## src/rtl/dual_match_timer.sv

```systemverilog
`timescale 1ns/1ps
module dual_match_timer #(
  parameter int W   = 8,
  parameter int DIV = 4
) (
  input  logic         clk,
  input  logic         rst_n,
  input  logic         ext_clk,
  input  logic         wr_en,
  input  logic [2:0]   addr,
  input  logic [W-1:0] wr_data,
  output logic [W-1:0] rd_data,
  output logic         irq_a,
  output logic         irq_b
);
  localparam int DW = (DIV > 1) ? $clog2(DIV) : 1;

  logic [W-1:0] cnt_a, cnt_b, per_a, per_b;
  logic         en_a, en_b, sel_a, sel_b, join16, flag_a, flag_b;
  logic [DW-1:0] div;
  logic         s1, s2, s3;

  // tick sources
  always_ff @(posedge clk or negedge rst_n)
    if (!rst_n) div <= '0;
    else        div <= (div == DW'(DIV-1)) ? '0 : div + 1'b1;

  always_ff @(posedge clk or negedge rst_n)
    if (!rst_n) {s1, s2, s3} <= '0;
    else        {s1, s2, s3} <= {ext_clk, s1, s2};

  wire int_tick = (div == DW'(DIV-1));
  wire ext_tick = s3 & ~s2;
  wire tick_a   = sel_a ? ext_tick : int_tick;
  wire tick_b   = sel_b ? ext_tick : int_tick;

  // register decode
  wire wr_ca  = wr_en && addr == 3'd0;
  wire wr_cb  = wr_en && addr == 3'd1;
  wire wr_pa  = wr_en && addr == 3'd2;
  wire wr_pb  = wr_en && addr == 3'd3;
  wire wr_ctl = wr_en && addr == 3'd4;
  wire wr_flg = wr_en && addr == 3'd5;

  // counting
  wire [2*W-1:0] wide   = {cnt_b, cnt_a};
  wire           run16  = join16 & en_a & en_b & tick_a;
  wire           lo_run = join16 & en_a & ~en_b & tick_a;
  wire           run_a  = ~join16 & en_a & tick_a;
  wire           run_b  = ~join16 & en_b & tick_b;

  logic [W-1:0] nxt_a, nxt_b;
  logic         set_a, set_b;

  always_comb begin
    nxt_a = cnt_a;
    nxt_b = cnt_b;
    set_a = 1'b0;
    set_b = 1'b0;
    if (run16) begin
      if (wide == {per_b, per_a}) begin
        {nxt_b, nxt_a} = '0;
        set_a = 1'b1;
      end else begin
        {nxt_b, nxt_a} = wide + 1'b1;
      end
    end else if (lo_run) begin
      nxt_a = cnt_a + 1'b1;
    end else begin
      if (run_a) begin
        set_a = (cnt_a == per_a);
        nxt_a = set_a ? '0 : cnt_a + 1'b1;
      end
      if (run_b) begin
        set_b = (cnt_b == per_b);
        nxt_b = set_b ? '0 : cnt_b + 1'b1;
      end
    end
  end

  always_ff @(posedge clk or negedge rst_n)
    if (!rst_n) begin
      cnt_a <= '0; cnt_b <= '0; per_a <= '0; per_b <= '0;
      {join16, sel_b, sel_a, en_b, en_a} <= '0;
      flag_a <= 1'b0; flag_b <= 1'b0;
    end else begin
      cnt_a  <= wr_ca ? wr_data : nxt_a;
      cnt_b  <= wr_cb ? wr_data : nxt_b;
      if (wr_pa)  per_a <= wr_data;
      if (wr_pb)  per_b <= wr_data;
      if (wr_ctl) {join16, sel_b, sel_a, en_b, en_a} <= wr_data[4:0];
      flag_a <= set_a | (flag_a & ~(wr_flg & wr_data[0]));
      flag_b <= set_b | (flag_b & ~(wr_flg & wr_data[1]));
    end

  always_comb
    case (addr)
      3'd0:    rd_data = cnt_a;
      3'd1:    rd_data = cnt_b;
      3'd2:    rd_data = per_a;
      3'd3:    rd_data = per_b;
      3'd4:    rd_data = W'({join16, sel_b, sel_a, en_b, en_a});
      3'd5:    rd_data = W'({flag_b, flag_a});
      default: rd_data = '0;
    endcase

  assign irq_a = flag_a;
  assign irq_b = flag_b;

  // checks
  p_int_gap_r7: assert property (@(posedge clk) disable iff (!rst_n)
    int_tick |=> !int_tick);

  p_wrap16_r4: assert property (@(posedge clk) disable iff (!rst_n)
    (run16 && wide == {per_b, per_a} && !wr_en) |=> (cnt_a == '0 && cnt_b == '0 && flag_a));

  p_hold_hi_r6: assert property (@(posedge clk) disable iff (!rst_n)
    (join16 && en_a && !en_b && !wr_en) |=> $stable(cnt_b));

  p_stop16_r6: assert property (@(posedge clk) disable iff (!rst_n)
    (join16 && !en_a && !wr_en) |=> ($stable(cnt_a) && $stable(cnt_b)));

  p_sticky_r9: assert property (@(posedge clk) disable iff (!rst_n)
    (flag_a && !(wr_en && addr == 3'd5 && wr_data[0])) |=> flag_a);
endmodule

```

## config.mk

```make
export PLATFORM = sky130hd
export DESIGN_NAME = dual_match_timer
export DESIGN_NICKNAME = d
export VERILOG_FILES = /design/src/rtl/dual_match_timer.sv
export SDC_FILE = /design/constraint.sdc
export NUM_CORES = 1
export LEC_CHECK = 0
export ABC_AREA = 1
export ABC_CLOCK_PERIOD_IN_PS = 2200
export BUFFER_PORTS_ARGS = -buffer_cell sky130_fd_sc_hd__clkbuf_2
export CORE_ASPECT_RATIO = 0.8
export CORE_MARGIN = 2
export CORE_UTILIZATION = 35
export DETAILED_ROUTE_END_ITERATION = 16
export HOLD_SLACK_MARGIN = 0.02
export PLACE_DENSITY = 0.6
export SYNTH_ARGS = -nofsm -noshare
export SYNTH_HDL_FRONTEND = slang
export SYNTH_SLANG_ARGS = --single-unit
```

## constraint.sdc

```tcl
create_clock -name clk -period 2.2 [get_ports clk]
set_clock_uncertainty 0.1 [all_clocks]
set_input_delay 0.33 -clock clk [delete_from_list [all_inputs] [get_ports clk]]
set_output_delay 0.33 -clock clk [all_outputs]
set_load 0.02 [all_outputs]
```

==> summary.txt, run 1 <==
First DRT Iteration DRCs = 162
RSZ-0062 raised after global routing = false
Least-Margin Pin Slew = 0.7669 ns
Most used DFF post-synth = dfrtp_1
Cts bufs inserted = 5
Antenna viol nets, final = 0
Max Clock Freq = 510.9 MHz
Area share of the largest cell type after synthesis = 34.71%
Final Cycle Share = 88.96%
Layout cells sized above 1 = 20.00%
Gr usage total = 19.28%
Gpl congestion = 0.9000
Clock slew at reported path FFs = 0.06 ns
Worst-path fanout max = 7
Synth top cells by count = nand2_1 (136), inv_1 (60), dfrtp_1 (44)
Total wire length = 8973 um
Leading area contributor after synthesis = dfrtp_1
ANT cells = 0
R2r setup slk = 0.27 ns
Final worst path period need = 1.957 ns
Arr. time, crit path = 1.53 ns
Max Cap Viol = 0
Pins Over Slew Limit = 0
Clk sinks = 44
Total setup buffers inserted after CTS = 0
Status = complete, no violations
Post-cts repair resize count = 0
Async SR Flop Fraction = 100.0%
Core Footprint = 8921 um2
Area after DPL = 3411 um2
Ys Warns = 0
Area grow syn2layout = 13.29%
Die ar. = 9844 um2
Top-count cell post-synth = nand2_1
Nets = 497
Worst r2r path cells = 9
Largest net degree at the start of global routing = 30
Worst EP required = 1.77 ns
H-Tree Depth = 2
Via Count = 2,977
Fillers = 963
Reg2Reg Capture Point = cnt_a[4]
Final Cell Area = 3593 um2
Initial antenna violation count = 0
DIE HEIGHT = 89.15 um
Cell variety after synth = 32
Num rows = 31
CP Class = in -> out
Syn_nets = 469
# hold bufs at CTS = 0
Cell Pwr Density = 1072 nW/um2
Crit start category = input port
Top post-synthesis cells by area = dfrtp_1 (35%), nand2_1 (16%), inv_1 (7.1%), nand3_1 (4.9%), xor2_1 (3.9%)
CP startpoint = addr[1]
Synth Register Bits = 44
Chip Width = 110.4 um
Post-synth EDFFs = 0
Worst Setup EP = rd_data[4]
Drt wl/cell = 15.08 um
Synth Instances = 451
VDD IR max = 0.4608 mV
Minimum hold slack = 0.003496 ns
Vias in the first global route = 2,788
DRT Pass-1 Iters = 5
HP Class = in -> async
Syn Area/Cell = 7.033 um2
RR Startpoint = div[0]
Routed vias/inst = 5.003
Post-DP HPWL = 6928 um
Worst skew pair latency = 0.29 ns
Relative slew margins = 48.87%
Seq/Total Area, Yosys = 34.71%
Max Root-Sink Buffers = 2
CTS tree = yes
Total gr overflow = 0
Setup crit end kind = output port
Global-route wire length before repair = 14,830 um
Total I/O pin count = 25
Clk root buf = clkbuf_16
Starting density of the core = 35.55%
# setup viols final = 0
TNS Setup = 0 ns
Hold Fails Final Rpt = 0
Residual DRC = 0
Post-Syn Area = 3172 um2
PortBufs = 24
Leakage = 1.931 nW
==> kinds of logic (layout without fill, tap and decap cells) <==
family,after synthesis,count (layout),synth area share [%]
xor gates and xnor gates,15,15,4.142
adders and majority gates,3,3,1.184
DFF,44,44,34.71
AOI/OAI and AO/OA,69,69,14.28
and+or+nand+nor,233,233,34.36
buffers and inverters,87,116,11.32
==> cells in the final DEF, fill, tap and decap left out, types with 9 or more instances in the layout <==
master,instances
inv_1,60
o21ai_0,15
nand2_1,136
clkbuf_2,24
nor2_1,31
xor2_1,14
nand3_1,31
dfrtp_1,44
inv_2,18
o21ai_2,9
o22ai_1,15
==> routing by layer <==
metal / vias to the layer above / track usage, % / routed length, um
met3: 7 / 4.068 / 488
li1: 1494 / - / -
met5: - / 0 / 0
met2: 81 / 30.01 / 3758
met1: 1395 / 28.42 / 4663
met4: 0 / 2.727 / 63
==> worst max-delay path: stages <==
cell      delay, ns
clkbuf_2       0.14
inv_1          0.08
nor2_2         0.04
nand2_1        0.12
inv_2          0.11
nand2_1        0.08
o21ai_0        0.08
a21oi_1        0.18
o221ai_1       0.19
clkbuf_2       0.19
==> area by class of cell <==
cell class	count	area [um2]	share of cell area [%]
clock buffer	7	152.6	4.248
clock inverter	1	30.03	0.8357
inverter	81	311.5	8.670
multi-input combinational	320	1712	47.63
sequential	44	1101	30.64
tap	115	143.9	4.004
timing repair buffer	27	142.6	3.969
==> where the power goes <==
part / total [mW] / switching (mW) / internal, mW
Sequential: 1.36 / 0.326 / 1.04
Clock: 0.913 / 0.315 / 0.598
Combinational: 1.58 / 0.998 / 0.579
==> metrics by stage <==
step                cells  total power, mW  worst slack, ns  util (%)
floorplan             451            2.487           0.6678         -
global placement      587            2.912           0.2875     38.23
detailed placement    587            2.927           0.2949     38.23
CTS                   595            3.862           0.2933     40.28
global route          595            4.178          0.09154     40.28
finish                595            3.851           0.2428     40.28
==> registers in the layout (all words and copies together), names as in the netlist <==
signal / cells
cnt_a: 8
cnt_b: 8
div: 2
en_a: 1
en_b: 1
irq_a: 1
irq_b: 1
join16: 1
per_a: 8
per_b: 8
s1: 1
s2: 1
s3: 1
sel_a: 1
sel_b: 1
==> worst min-delay path by stage <==
stage               end  slack [ns]  cells after the start
3_3_place_gp         s2        0.25                      0
3_5_place_dp         s2        0.24                      0
2_1_floorplan  cnt_a[0]       -0.07                      0
4_1_cts           irq_b        0.03                      1
6_report             s2       0.003                      1
5_1_grt              s1        0.04                      1
No activity file was read; power rests on OpenSTA's default activity.
==> run 2, diff against run 1 <==
ABC_AREA = default   (was 1)
CTS_CLUSTER_DIAMETER = 60   (was default)
PLACE_DENSITY = default   (was 0.6)
==> run 2 against run 1 <==
  * The run now ends with hold timing left
  * Routed wire length decreased by 2.1%
  * Clock power decreased by 40%
  * Hold slack got worse by 0.012 ns
  * Core utilization up 1.4 points
  * Combinational power rose by 10%
  * Count of clock-buffer cells in the layout is the same
  * Synthesized cell count decreased by 34%
  * Die area fell by 3.6%
  * Global-route usage increased by 0.32 points
  * Critical endpoint is now cnt_b[0]
  * Largest power group unchanged
==> summary.txt, run 2 <==
Final worst path period need = 2.121 ns
Chip Width = 108.4 um
Async SR Flop Fraction = 100.0%
Clk root buf = clkbuf_8
ANT cells = 0
Seq/Total Area, Yosys = 36.05%
Clock slew at reported path FFs = 0.09 ns
Area after DPL = 3421 um2
Arr. time, crit path = 2.22 ns
Ys Warns = 0
Total gr overflow = 0
RSZ-0062 raised after global routing = false
Pins Over Slew Limit = 0
Most used DFF post-synth = dfrtp_1
Failing checks = hold timing
Fillers = 873
DIE HEIGHT = 87.55 um
Top post-synthesis cells by area = dfrtp_1 (36%), xor2_1 (6.9%), mux2_2 (5.2%), mux2_1 (2.9%), nand3_1 (2.6%)
Cts bufs inserted = 5
Most common cell after layout, fill and taps aside = dfrtp_1
Clk sinks = 44
Gpl congestion = 0.9609
Area share of the largest cell type after synthesis = 36.05%
Num rows = 30
Total I/O pin count = 25
Routed vias/inst = 5.940
DRT Pass-1 Iters = 4
Leading area contributor after synthesis = dfrtp_1
Status = finished, violations left
Combinational group share of total power = 48.0%
Synth top cells by count = dfrtp_1 (44), xor2_1 (24), nand3_1 (16)
Worst skew pair latency = 0.31 ns
Least-Margin Pin Slew = 0.5842 ns
PortBufs = 24
Antenna viol nets, final = 0
Max Clock Freq = 471.4 MHz
Setup crit end kind = flip-flop
Starting density of the core = 36.00%
Cell Pwr Density = 1023 nW/um2
Syn_nets = 317
VDD IR max = 0.3309 mV
Reg power frac = 36.8%
Final Cycle Share = 96.42%
Minimum hold slack = -0.008280 ns
Final Cell Area = 3540 um2
Total setup buffers inserted after CTS = 0
Relative slew margins = 61.06%
Post-DP HPWL = 6586 um
Via Count = 2,679
HP Class = in -> async
CP Class = reg -> reg
H-Tree Depth = 2
Largest net degree at the start of global routing = 45
Die ar. = 9494 um2
Area grow syn2layout = 15.89%
Nets = 356
TNS Setup = 0 ns
Max Cap Viol = 0
Synth Register Bits = 44
Cell variety after synth = 66
Top-count cell post-synth = dfrtp_1
Total wire length = 8783 um
Clock share of power = 15.2%
Worst EP required = 2.30 ns
Layout cells sized above 1 = 27.73%
Internal Power = 2.033 mW
Residual DRC = 0
# setup viols final = 0
Global-route wire length before repair = 14,190 um
Syn Area/Cell = 10.21 um2
Total net switching power = 1.589 mW
Core Footprint = 8483 um2
Leakage = 1.387 nW
Post-synth EDFFs = 0
Vias in the first global route = 2,556
CTS tree = yes
Post-Syn Area = 3054 um2
Drt wl/cell = 19.47 um
Worst-path fanout max = 7
First DRT Iteration DRCs = 216
Sw Share = 43.87%
Max Root-Sink Buffers = 2
Crit start category = flip-flop
Synth Instances = 299
Commonest non-fill, non-tap cells in the layout = dfrtp_1 (44), buf_4 (29), xor2_1 (24), clkbuf_2 (24), nand3_1 (16)
Gr usage total = 19.60%
Initial antenna violation count = 0
Hold Fails Final Rpt = 12
-- run 2: worst max-delay path, stage by stage (launching register included) --
cell     delay (ns)
dfrtp_1        0.49
xor2_1         0.21
or4_1          0.65
o21ai_4        0.29
o31ai_1        0.10
o22a_1         0.18
-- run 2: area by class of cell --
class / count / area, um2 / area share [%]
Multi-Input combinational cell: 229 / 1842 / 52.03
Tap cell: 112 / 140.1 / 3.959
Clock buffer: 7 / 86.33 / 2.439
Clock inverter: 1 / 7.507 / 0.2121
Inverter: 4 / 15.01 / 0.4242
Timing Repair Buffer: 54 / 347.8 / 9.827
Sequential cell: 44 / 1101 / 31.11
-- run 2: worst paths after layout --
kind	startpoint	end	slack, ns	depth (start not counted)
max	cnt_b[1]	cnt_b[0]	0.08	5
min	rst_n	cnt_a[6]	-0.008	2
max reg2reg	cnt_b[1]	cnt_b[0]	0.08	5
min reg2reg	s1	s2	0.26	0
max in group asynchronous	rst_n	cnt_b[0]	1.59	2
min in group clk	wr_data[5]	per_a[5]	0.23	2
-- run 2: cell families (layout without fill, tap and decap cells) --
family,Yosys count,after routing,share of synthesized area (%)
compound gates,78,78,19.09
mux,29,29,11.63
flops,44,44,36.05
simple gates,91,91,19.83
xor+xnor,28,28,8.029
fa+ha+maj,3,3,1.229
buf+inv,26,66,4.137
-- run 2: repair_timing --
action | 4_1_cts | 5_1_grt
pin swaps | 0 | 0
gates resized for setup | 1 | 2
setup endpoints to repair | 1 | 2
endpoints found under the hold margin | 0 | 1
hold buffers | 0 | 1
-- run 2: per-layer routing --
layer	GRT usage (%)	routed length, um
met1	30.07	4210
met2	28.81	3704
met5	0	0
met4	4.079	97
met3	3.497	770
-- run 2: stage by stage --
stage	setup WS, ns	cells	power [mW]	hold WS [ns]	util [%]
floorplan	0.08257	299	2.527	-0.06559	-
global placement	0.09013	442	3.008	0.2355	40.32
detailed placement	0.04325	442	3.033	0.2428	40.32
CTS	0.08110	450	3.612	0.02380	41.53
global route	0.005943	451	3.876	0.03647	41.73
finish	0.07876	451	3.622	-0.008280	41.73
-- run 2: power by group through the flow --
stage	Sequential (mW)	Clock, mW	Combinational (mW)
CTS	1.33	0.563	1.72
floorplan	1.18	0	1.35
global route	1.37	0.598	1.91
finish	1.33	0.550	1.74
global placement	1.34	0	1.67
detailed placement	1.35	0	1.68
==> run 3, diff against run 2 <==
CELL_PAD_IN_SITES_DETAIL_PLACEMENT = 1   (was default)
CELL_PAD_IN_SITES_GLOBAL_PLACEMENT = 2   (was default)
CTS_CLUSTER_SIZE = 30   (was default)
GPL_TIMING_DRIVEN = 0   (was default)
PLACE_DENSITY_LB_ADDON = 0.1   (was default)
==> run 3 against run 2 <==
  * The flow now finishes without violations
  * Register-to-register slack got worse by 0.03 ns
  * Via count fell by 1.6%
  * First-iteration DRC count fell by 45%
  * Global-route usage rose by 2.4 points
  * Clock power rose by 25%
  * Maximum frequency fell by 1.2%
  * Count of clock-buffer cells in the layout fell by 1
  * Combinational power rose by 10%
  * Critical path type unchanged
  * Highest routed layer unchanged
==> summary.txt, run 3 (synthesis gave the netlist of run 2 again) <==
Status = complete, no violations
CTS tree = yes
Worst-path fanout max = 8
ANT cells = 0
Clk sinks = 44
Final Worst Setup Slack = 0.05299 ns
Power, Total = 3.855 mW
Initial antenna violation count = 0
Dpl ws = -0.3426 ns
Most common cell after layout, fill and taps aside = dfrtp_1
Commonest non-fill, non-tap cells in the layout = dfrtp_1 (44), clkbuf_2 (24), xor2_1 (23)
Chip Width = 108.4 um
DIE HEIGHT = 87.55 um
Worst EP required = 2.35 ns
Arr. time, crit path = 2.30 ns
Leakage = 1.404 nW
Max Clock Freq = 465.8 MHz
Fillers = 980
Vias in the first global route = 2,642
Cell Pwr Density = 1067 nW/um2
Slowest stage cell, crit path = xor2_1
Layout cells sized above 1 = 28.95%
CP Cell Sequence = buf_2 > xor2_1 > nor4_4 > buf_4 > and4_1 > o31ai_1 > o22a_1
Clk root buf = clkbuf_8
Max Cap Viol = 0
RR Startpoint = cnt_b[5]
Global-route wire length before repair = 15,560 um
Clock slew at reported path FFs = 0.10 ns
Final Cycle Share = 97.59%
Pins Over Slew Limit = 0
Worst r2r path cells = 7
Crit start category = flip-flop
Antenna viol nets, final = 0
CP Class = reg -> reg
Largest net degree at the start of global routing = 45
Starting density of the core = 36.00%
Final worst path period need = 2.147 ns
First DRT Iteration DRCs = 118
Gr usage total = 22.00%
RSZ-0062 raised after global routing = true
Post-DP HPWL = 7188 um
Core Footprint = 8483 um2
Routed vias/inst = 5.804
Area grow syn2layout = 18.35%
Total wire length = 9770 um
PortBufs = 23
Crit path largest cell delay = 0.44 ns
Total I/O pin count = 25
# setup viols final = 0
DRT Pass-1 Iters = 4
HP Class = in -> async
Nets = 359
Relative slew margins = 22.37%
Residual DRC = 0
Setup crit end kind = flip-flop
Gpl congestion = 0.7773
VDD IR max = 0.2953 mV
Die ar. = 9494 um2
Via Count = 2,635
Hold Fails Final Rpt = 0
Least-Margin Pin Slew = 1.164 ns
Total gr overflow = 0
Max Root-Sink Buffers = 2
Worst skew pair latency = 0.31 ns
H-Tree Depth = 2
Drt wl/cell = 21.52 um
R2r setup slk = 0.05 ns
Num rows = 30
Reg2Reg Capture Point = cnt_b[0]
Cts bufs inserted = 5
-- run 3: changes by cell type in the layout (fill, tap and decap cells not counted), sizes merged --
cell	before	now
bufinv	0	1
clkbuf	31	34
buf	29	28
clkinv	0	1
clkinvlp	1	0
-- run 3: stage by stage --
step	TNS (ns)	utilization [%]	hold WS [ns]	instances	instance area [um2]
floorplan	0	-	-0.06559	299	3054
global placement	-2.865	39.01	0.2335	434	3309
detailed placement	-2.727	39.01	0.2365	434	3309
CTS	-0.0001119	41.36	0.1929	447	3508
global route	-0.008456	42.61	0.2206	454	3615
finish	0	42.61	0.1488	454	3615
-- run 3: repair_timing --
item	in CTS	in global routing
endpoints found under the hold margin	1	0
setup endpoints to repair	19	14
resized for setup	5	7
pin swaps	3	4
buffers inserted	5	8
hold buffers	1	0
-- run 3: layout make-up --
type                       count  area (um2)  area share, %
multi-input combinational    229        1896          52.44
buffer                        20       106.4          2.942
inverter                       4       15.01         0.4154
clock inverter                 2       38.79          1.073
tap                          112       140.1          3.877
timing repair buffer          37       235.2          6.507
clock buffer                   6       82.58          2.285
sequential                    44        1101          30.46
-- run 3: worst max-delay path: cells and delay by family, from the launching register on --
family                    cells  cell delay (ns)
buffers and inverters         2             0.36
xor gates and xnor gates      1             0.44
and+or+nand+nor               2             0.34
AOI/OAI and AO/OA             2             0.53
DFF                           1             0.33
-- run 3: worst max-delay path by stage --
stage	to	slack [ns]	depth (start not counted)	startpoint
after floorplan	rd_data[1]	0.08	4	addr[0]
after global placement	rd_data[1]	-0.34	6	addr[0]
after detailed placement	rd_data[6]	-0.34	6	addr[0]
after CTS	cnt_b[0]	-0.0001	6	cnt_b[5]
after global routing	cnt_a[7]	-0.008	6	cnt_b[5]
final	cnt_b[0]	0.05	7	cnt_b[5]
-- run 3: power by group --
part	switching, mW	total [mW]	internal, mW
combinational	1.15	1.92	0.775
clock	0.316	0.688	0.372
sequential	0.228	1.24	1.02
total	1.69	3.86	2.16
-- run 3: metal layers --
layer | global-route usage [%] | wire (um)
met2 | 31.87 | 4196
met1 | 34.88 | 5084
met4 | 3.846 | 54
met5 | 0 | 0
met3 | 3.051 | 434
